<file path="src/rtl/rfg_pkg.sv">
package rfg_pkg;
  typedef enum logic [1:0] {ST_RUN, ST_HOLD, ST_WAIT} rfg_state_e;

  localparam int unsigned SB_OVF = 0;
  localparam int unsigned SB_OVW = 1;
  localparam int unsigned SB_UVF = 2;
  localparam int unsigned SB_UVW = 3;
  localparam int unsigned SB_OCF = 4;
  localparam int unsigned SB_OCW = 5;
  localparam int unsigned SB_OTF = 6;
  localparam int unsigned SB_OTW = 7;
  localparam int unsigned NSTAT  = 8;
  localparam int unsigned NCLASS = 4;

  localparam logic [NSTAT-1:0] FAULT_MASK = 8'b0101_0101;
  localparam logic [1:0] RSP_LATCH = 2'b01;
endpackage

</file>
<file path="src/rtl/rfg_ov_filter.sv">
module rfg_ov_filter #(
  parameter int W   = 12,
  parameter int WIN = 20000
) (
  input  logic         clk,
  input  logic         rst,
  input  logic         clr,
  input  logic         valid,
  input  logic [W-1:0] sample,
  input  logic [W-1:0] limit,
  output logic         fire
);
  localparam int CW = $clog2(WIN + 1);

  logic [CW-1:0] win_cnt;
  logic          over;

  assign over = valid && (sample > limit);
  assign fire = over && (win_cnt != '0);

  always_ff @(posedge clk) begin
    if (rst || clr) begin
      win_cnt <= '0;
    end else if (over) begin
      win_cnt <= fire ? '0 : CW'(WIN);
    end else if (win_cnt != '0) begin
      win_cnt <= win_cnt - 1'b1;
    end
  end
endmodule

</file>
<file path="src/rtl/rfg_flag_counter.sv">
module rfg_flag_counter #(
  parameter int PHASES = 2,
  parameter int CNTW   = 16,
  parameter int PW     = 10
) (
  input  logic              clk,
  input  logic              rst,
  input  logic              clr,
  input  logic [PHASES-1:0] flags,
  input  logic [CNTW-1:0]   limit,
  input  logic [PW-1:0]     period,
  output logic              trip
);
  localparam int NW  = $clog2(PHASES + 1);
  localparam int CCW = CNTW + 1;

  logic [PHASES-1:0] flags_q;
  logic [PHASES-1:0] rises;
  logic [NW-1:0]     n_rise;
  logic [CCW-1:0]    count, count_n, limit_x;
  logic [PW-1:0]     idle;
  logic              idle_wrap;

  assign rises   = flags & ~flags_q;
  assign limit_x = CCW'(limit);

  always_comb begin
    n_rise = '0;
    for (int i = 0; i < PHASES; i++) n_rise = n_rise + NW'(rises[i]);
  end

  assign count_n   = count[CNTW] ? count : count + CCW'(n_rise);
  assign idle_wrap = ((PW+1)'(idle) + (PW+1)'(1)) >= (PW+1)'(period);

  always_ff @(posedge clk) begin
    if (rst) flags_q <= '0;
    else     flags_q <= flags;
  end

  always_ff @(posedge clk) begin
    if (rst || clr) begin
      count <= '0;
      idle  <= '0;
      trip  <= 1'b0;
    end else if (n_rise != '0) begin
      count <= count_n;
      idle  <= '0;
      trip  <= count_n > limit_x;
    end else if (idle_wrap) begin
      count <= '0;
      idle  <= '0;
      trip  <= 1'b0;
    end else begin
      idle  <= idle + 1'b1;
      trip  <= count > limit_x;
    end
  end
endmodule

</file>
<file path="src/rtl/rfg_vin_hyst.sv">
module rfg_vin_hyst #(
  parameter int W = 12
) (
  input  logic         clk,
  input  logic         rst,
  input  logic         valid,
  input  logic [W-1:0] vin,
  input  logic [W-1:0] on_lim,
  input  logic [W-1:0] off_lim,
  output logic         ok
);
  always_ff @(posedge clk) begin
    if (rst) begin
      ok <= 1'b0;
    end else if (valid) begin
      if (!ok && (vin > on_lim))       ok <= 1'b1;
      else if (ok && (vin < off_lim))  ok <= 1'b0;
    end
  end
endmodule

</file>
<file path="src/rtl/reg_fault_guard.sv">
module reg_fault_guard
  import rfg_pkg::*;
#(
  parameter int W      = 12,
  parameter int OV_WIN = 20000,
  parameter int PHASES = 2,
  parameter int CNTW   = 16,
  parameter int PW     = 10,
  parameter int RW     = 16
) (
  input  logic              clk,
  input  logic              rst,
  input  logic              sample_valid,
  input  logic [W-1:0]      vout_smp,
  input  logic [W-1:0]      vin_smp,
  input  logic [W-1:0]      iout_smp,
  input  logic [W-1:0]      temp_smp,
  input  logic [W-1:0]      ov_warn_lim,
  input  logic [W-1:0]      ov_fault_lim,
  input  logic [W-1:0]      uv_warn_lim,
  input  logic [W-1:0]      uv_fault_lim,
  input  logic [W-1:0]      oc_warn_lim,
  input  logic [W-1:0]      ot_warn_lim,
  input  logic [W-1:0]      ot_fault_lim,
  input  logic [W-1:0]      vin_on_lim,
  input  logic [W-1:0]      vin_off_lim,
  input  logic [PHASES-1:0] ilim_flag,
  input  logic [CNTW-1:0]   ilim_count_lim,
  input  logic [PW-1:0]     sw_period,
  input  logic [1:0]        rsp_ov,
  input  logic [1:0]        rsp_uv,
  input  logic [1:0]        rsp_oc,
  input  logic [1:0]        rsp_ot,
  input  logic [RW-1:0]     retry_cycles,
  input  logic              clear_faults,
  output logic [7:0]        status,
  output logic              alert,
  output logic              shutdown,
  output logic              restart_req,
  output logic              vin_ok
);
  rfg_state_e        state;
  logic [RW-1:0]     rcnt;
  logic [NSTAT-1:0]  set_v;
  logic [NCLASS-1:0] ev;
  logic [1:0]        rsp [NCLASS];
  logic              ov_fire, oc_trip, latch_evt, hic_evt, cnt_clr;

  assign cnt_clr = clear_faults || (state != ST_RUN);

  rfg_ov_filter #(.W(W), .WIN(OV_WIN)) u_ovf (
    .clk(clk), .rst(rst), .clr(clear_faults), .valid(sample_valid),
    .sample(vout_smp), .limit(ov_fault_lim), .fire(ov_fire)
  );

  rfg_flag_counter #(.PHASES(PHASES), .CNTW(CNTW), .PW(PW)) u_flg (
    .clk(clk), .rst(rst), .clr(cnt_clr), .flags(ilim_flag),
    .limit(ilim_count_lim), .period(sw_period), .trip(oc_trip)
  );

  rfg_vin_hyst #(.W(W)) u_vin (
    .clk(clk), .rst(rst), .valid(sample_valid), .vin(vin_smp),
    .on_lim(vin_on_lim), .off_lim(vin_off_lim), .ok(vin_ok)
  );

  always_comb begin
    set_v         = '0;
    set_v[SB_OVF] = ov_fire;
    set_v[SB_OVW] = sample_valid && (vout_smp > ov_warn_lim);
    set_v[SB_UVF] = sample_valid && (vout_smp < uv_fault_lim);
    set_v[SB_UVW] = sample_valid && (vout_smp < uv_warn_lim);
    set_v[SB_OCF] = oc_trip;
    set_v[SB_OCW] = sample_valid && (iout_smp > oc_warn_lim);
    set_v[SB_OTF] = sample_valid && (temp_smp > ot_fault_lim);
    set_v[SB_OTW] = sample_valid && (temp_smp > ot_warn_lim);
  end

  assign ev     = {set_v[SB_OTF], set_v[SB_OCF], set_v[SB_UVF], set_v[SB_OVF]};
  assign rsp[0] = rsp_ov;
  assign rsp[1] = rsp_uv;
  assign rsp[2] = rsp_oc;
  assign rsp[3] = rsp_ot;

  always_comb begin
    latch_evt = 1'b0;
    hic_evt   = 1'b0;
    for (int c = 0; c < NCLASS; c++) begin
      latch_evt = latch_evt | (ev[c] && (rsp[c] == RSP_LATCH));
      hic_evt   = hic_evt   | (ev[c] && rsp[c][1]);
    end
  end

  assign shutdown = (state != ST_RUN);

  always_ff @(posedge clk) begin
    if (rst) begin
      state       <= ST_RUN;
      rcnt        <= '0;
      restart_req <= 1'b0;
      status      <= '0;
      alert       <= 1'b0;
    end else begin
      restart_req <= 1'b0;
      if (clear_faults) begin
        status <= '0;
        alert  <= 1'b0;
        state  <= ST_RUN;
      end else begin
        status <= status | set_v;
        alert  <= |((status | set_v) & FAULT_MASK);
        case (state)
          ST_RUN: begin
            if (latch_evt) begin
              state <= ST_HOLD;
            end else if (hic_evt) begin
              state <= ST_WAIT;
              rcnt  <= retry_cycles;
            end
          end
          ST_WAIT: begin
            if (latch_evt) begin
              state <= ST_HOLD;
            end else if (rcnt == '0) begin
              state       <= ST_RUN;
              restart_req <= 1'b1;
            end else begin
              rcnt <= rcnt - 1'b1;
            end
          end
          default: state <= ST_HOLD;
        endcase
      end
    end
  end
endmodule

</file>
<file path="config.mk">
export PLATFORM = sky130hd
export DESIGN_NAME = reg_fault_guard
export DESIGN_NICKNAME = d
export VERILOG_FILES = /design/src/rtl/rfg_pkg.sv /design/src/rtl/rfg_ov_filter.sv /design/src/rtl/rfg_flag_counter.sv /design/src/rtl/rfg_vin_hyst.sv /design/src/rtl/reg_fault_guard.sv
export SDC_FILE = /design/constraint.sdc
export NUM_CORES = 1
export LEC_CHECK = 0
export BUFFER_PORTS_ARGS = -buffer_cell sky130_fd_sc_hd__buf_2
export CELL_PAD_IN_SITES_DETAIL_PLACEMENT = 2
export CELL_PAD_IN_SITES_GLOBAL_PLACEMENT = 2
export CORE_ASPECT_RATIO = 2
export CORE_MARGIN = 3
export CORE_UTILIZATION = 33
export DETAILED_ROUTE_END_ITERATION = 10
export GPL_ROUTABILITY_DRIVEN = 0
export PLACE_DENSITY = 0.86
export SKIP_LAST_GASP = 1
export SYNTH_ARGS = -nofsm -noshare
export SYNTH_HDL_FRONTEND = slang
export SYNTH_SLANG_ARGS = --single-unit
</file>
<file path="constraint.sdc">
create_clock -name clk -period 7.5 [get_ports clk]
set_input_delay 0.375 -clock clk [delete_from_list [all_inputs] [get_ports clk]]
set_output_delay 0.375 -clock clk [all_outputs]
set_load 0.05 [all_outputs]
</file>
==> metrics.txt <==
status=finished, final reports clean; initial antenna violation count=3; area of the multi-input gates=0.005463 sq mm; sequential area share after synthesis=between 10% and 20%; GR Util met2=about half; Synth cell types=around 70; Final ANT Viol Nets=0; first-pass GRT wire length=~48000 um; final net count=roughly 1500; fraction of layout cells with a size suffix above 1=about a quarter; Synth Instances=approximately 930; CTS H-tree depth=3; drt first pass iters=4; vias per cell=about 5.6; synth top area cells=ha_1 (25%), dfxtp_1 (20%), inv_1 (6.8%), a21oi_1 (4.0%), a21o_1 (3.3%); Tightest Pin Transition=roughly 1.2 ns; Min Clock Period, post-route=~4.1 ns; Post-CTS Setup Inserts=0; CP arrival=about 4.4 ns; GR Layer Usage met1=21.21%; CTS tree=done; number of global-route vias before repair=9113; Initial Utilization=33.91%; asr flop ratio synth=0%; final setup fails=0; Setup TNS Final=0 ns; Crit Path Category=flop to flop; die area=roughly 0.025 sq mm; Synth warnings=0; CTS buffer count=9; crit path launch type=flop; clock slew seen by the registers of the worst setup and hold paths=0.06 ns; largest area contributor in the netlist=ha_1; die height=~220 um; Period Utilization, post-route=between 50% and 60%; Design Power=1.878 mW; VDD IR-drop max=around 130 uV; hold crit path type=input port to flop; GRT met3 Usage=slightly above 4%; DP Area=~0.0089 sq mm; clk sink count=74; worst-skew pair later-pin latency=~0.36 ns; Syn Std Cell Area=0.007579 sq mm; post-cts repair resize count=0; io pins=around 220; Final Cell Area=around 0.009 sq mm; Pins Over Slew Limit=0; Avg Inst Size Synth=about 8.1 sq um; core area=about 0.022 sq mm; Root Buffer=clkbuf_16; drt wl/cell=around 21 um; largest net degree at the start of global routing=39; Max-slew headroom=between 20% and 30%; CP endpoint kind=flop; most used routing layer=met2; fillcell total=around 2600; via count=~8000; Primary FF master, synth=dfxtp_1; hpwl dp=between 20000 and 30000 um; Max Fclk=between 0.2 and 0.25 GHz; register bit count reported by yosys=74; Leakage Power=around 5.0 nW; final WL=~30000 um; MaxCap Viol Count=0; DRC Markers=0; Initial DRC Count=195; area delta synth->final=22.09%; die width=between 100 and 150 um; Worst EP required=roughly 7.7 ns; total grt overflow=0; # rows=77; Power Density=between 200 and 250 mW/mm^2; syn nets=between 1000 and 1500; Post-synth EDFFs=0; Port Buffers=~220; Sequential Area=around 0.0015 sq mm; # hold bufs at CTS=0; clk buf depth=2; post-synth top area share=between 20% and 30%; CP max FO=5; endpoints failing hold=0; skew final=0.01113 ns; RSZ-0062 raised after global routing=no; total global-route track usage=between 20% and 30%
critical path, stage by stage, from the launching register on:
cell	delay, ns
dfxtp_1	0.29
nor2b_1	0.14
inv_1	0.07
ha_1	0.27
ha_1	0.21
fa_1	0.22
nand3_1	0.11
nor3_1	0.54
nand3_1	0.27
nor2_1	0.18
xor2_1	0.21
ha_1	0.28
a21oi_1	0.14
nor2b_1	0.06
o21ai_0	0.19
o211ai_1	0.12
or4_1	0.44
a211o_1	0.27
through the flow:
stage	utilization, %	setup slack [ns]	hold slack (ns)	cells
2_1_floorplan	-	3.924	0.4443	933
3_3_place_gp	39.99	3.485	0.4451	1411
3_5_place_dp	39.99	3.295	0.4637	1411
4_1_cts	41.35	3.385	0.2397	1426
5_1_grt	41.38	3.075	0.2643	1429
6_report	41.40	3.370	0.2513	1430
state kept, by name, summed over array words and instances (netlist names):
register and flops:
alert 1, rcnt 16, restart_req 1, state 2
status 8, u_flg.count 17, u_flg.flags_q 2, u_flg.idle 10
u_flg.trip 1, u_ovf.win_cnt 15, u_vin.ok 1
layout by cell type, fill, tap and decap left out, types with 22 or more instances in the layout:
master,count
buf_2,223
ha_1,154
inv_1,138
dfxtp_1,74
nor2_1,64
a21oi_1,60
nand2_1,37
o21ai_0,36
a21o_1,33
nand4_1,30
nand3_1,23
nor2b_1,22
nor3_1,22
report_power, final:
part	switching, mW	total [mW]	internal (mW)
logic	0.555	0.914	0.359
registers	0.0558	0.503	0.447
clock network	0.186	0.460	0.274
total	0.797	1.88	1.08
final timing paths:
| check | to | start | cells past startpoint | slack, ns |
|---|---|---|---|---|
| hold reg to reg | status[0] | status[0] | 2 | 0.48 |
| setup reg to reg | u_flg.trip | u_flg.flags_q[1] | 17 | 3.37 |
| hold / removal | u_flg.flags_q[1] | ilim_flag[1] | 2 | 0.25 |
| setup / recovery | u_flg.trip | u_flg.flags_q[1] | 17 | 3.37 |
layout make-up:
type | count | area share (%)
multi-input combinational | 698 | 59.04
sequential | 74 | 16.01
timing repair buffer | 225 | 12.22
inverter | 138 | 5.598
tap | 276 | 3.732
clock buffer | 11 | 2.732
clock inverter | 4 | 0.5544
antenna | 4 | 0.1082
Yosys cell counts, types with 5 or more instances:
cell type	count
ha_1	154
inv_1	138
dfxtp_1	74
nor2_1	64
a21oi_1	60
nand2_1	37
o21ai_0	36
a21o_1	33
nand4_1	30
nand3_1	23
nor2b_1	22
nor3_1	22
o211ai_1	19
xor2_1	19
clkbuf_1	17
and2_1	14
nand2b_1	14
xnor2_1	12
or3_1	11
o41ai_2	10
nor4_1	8
o2111ai_1	7
a31oi_1	6
o41ai_1	6
or2_2	6
a211oi_1	5
a22oi_1	5
and4_1	5
o21a_1	5
o31ai_1	5
kinds of logic (layout without fill, tap and decap cells):
group	Yosys count	count (layout)	share of synthesized area [%]
other	0	4	0
and+or+nand+nor	283	283	20.51
xor gates and xnor gates	31	31	3.583
muxes	2	2	0.2807
DFF	74	74	19.55
adders and majority gates	155	155	25.69
buffers and inverters	161	378	8.370
AOI/OAI and AO/OA	227	227	22.02
metal layers:
metal	share of wire [%]	wire length, um
met4	4.9	1474
met2	59	17780
met3	4.5	1355
met1	32	9685
met5	0	0
Note: power is estimated with default switching activity, not from simulation.
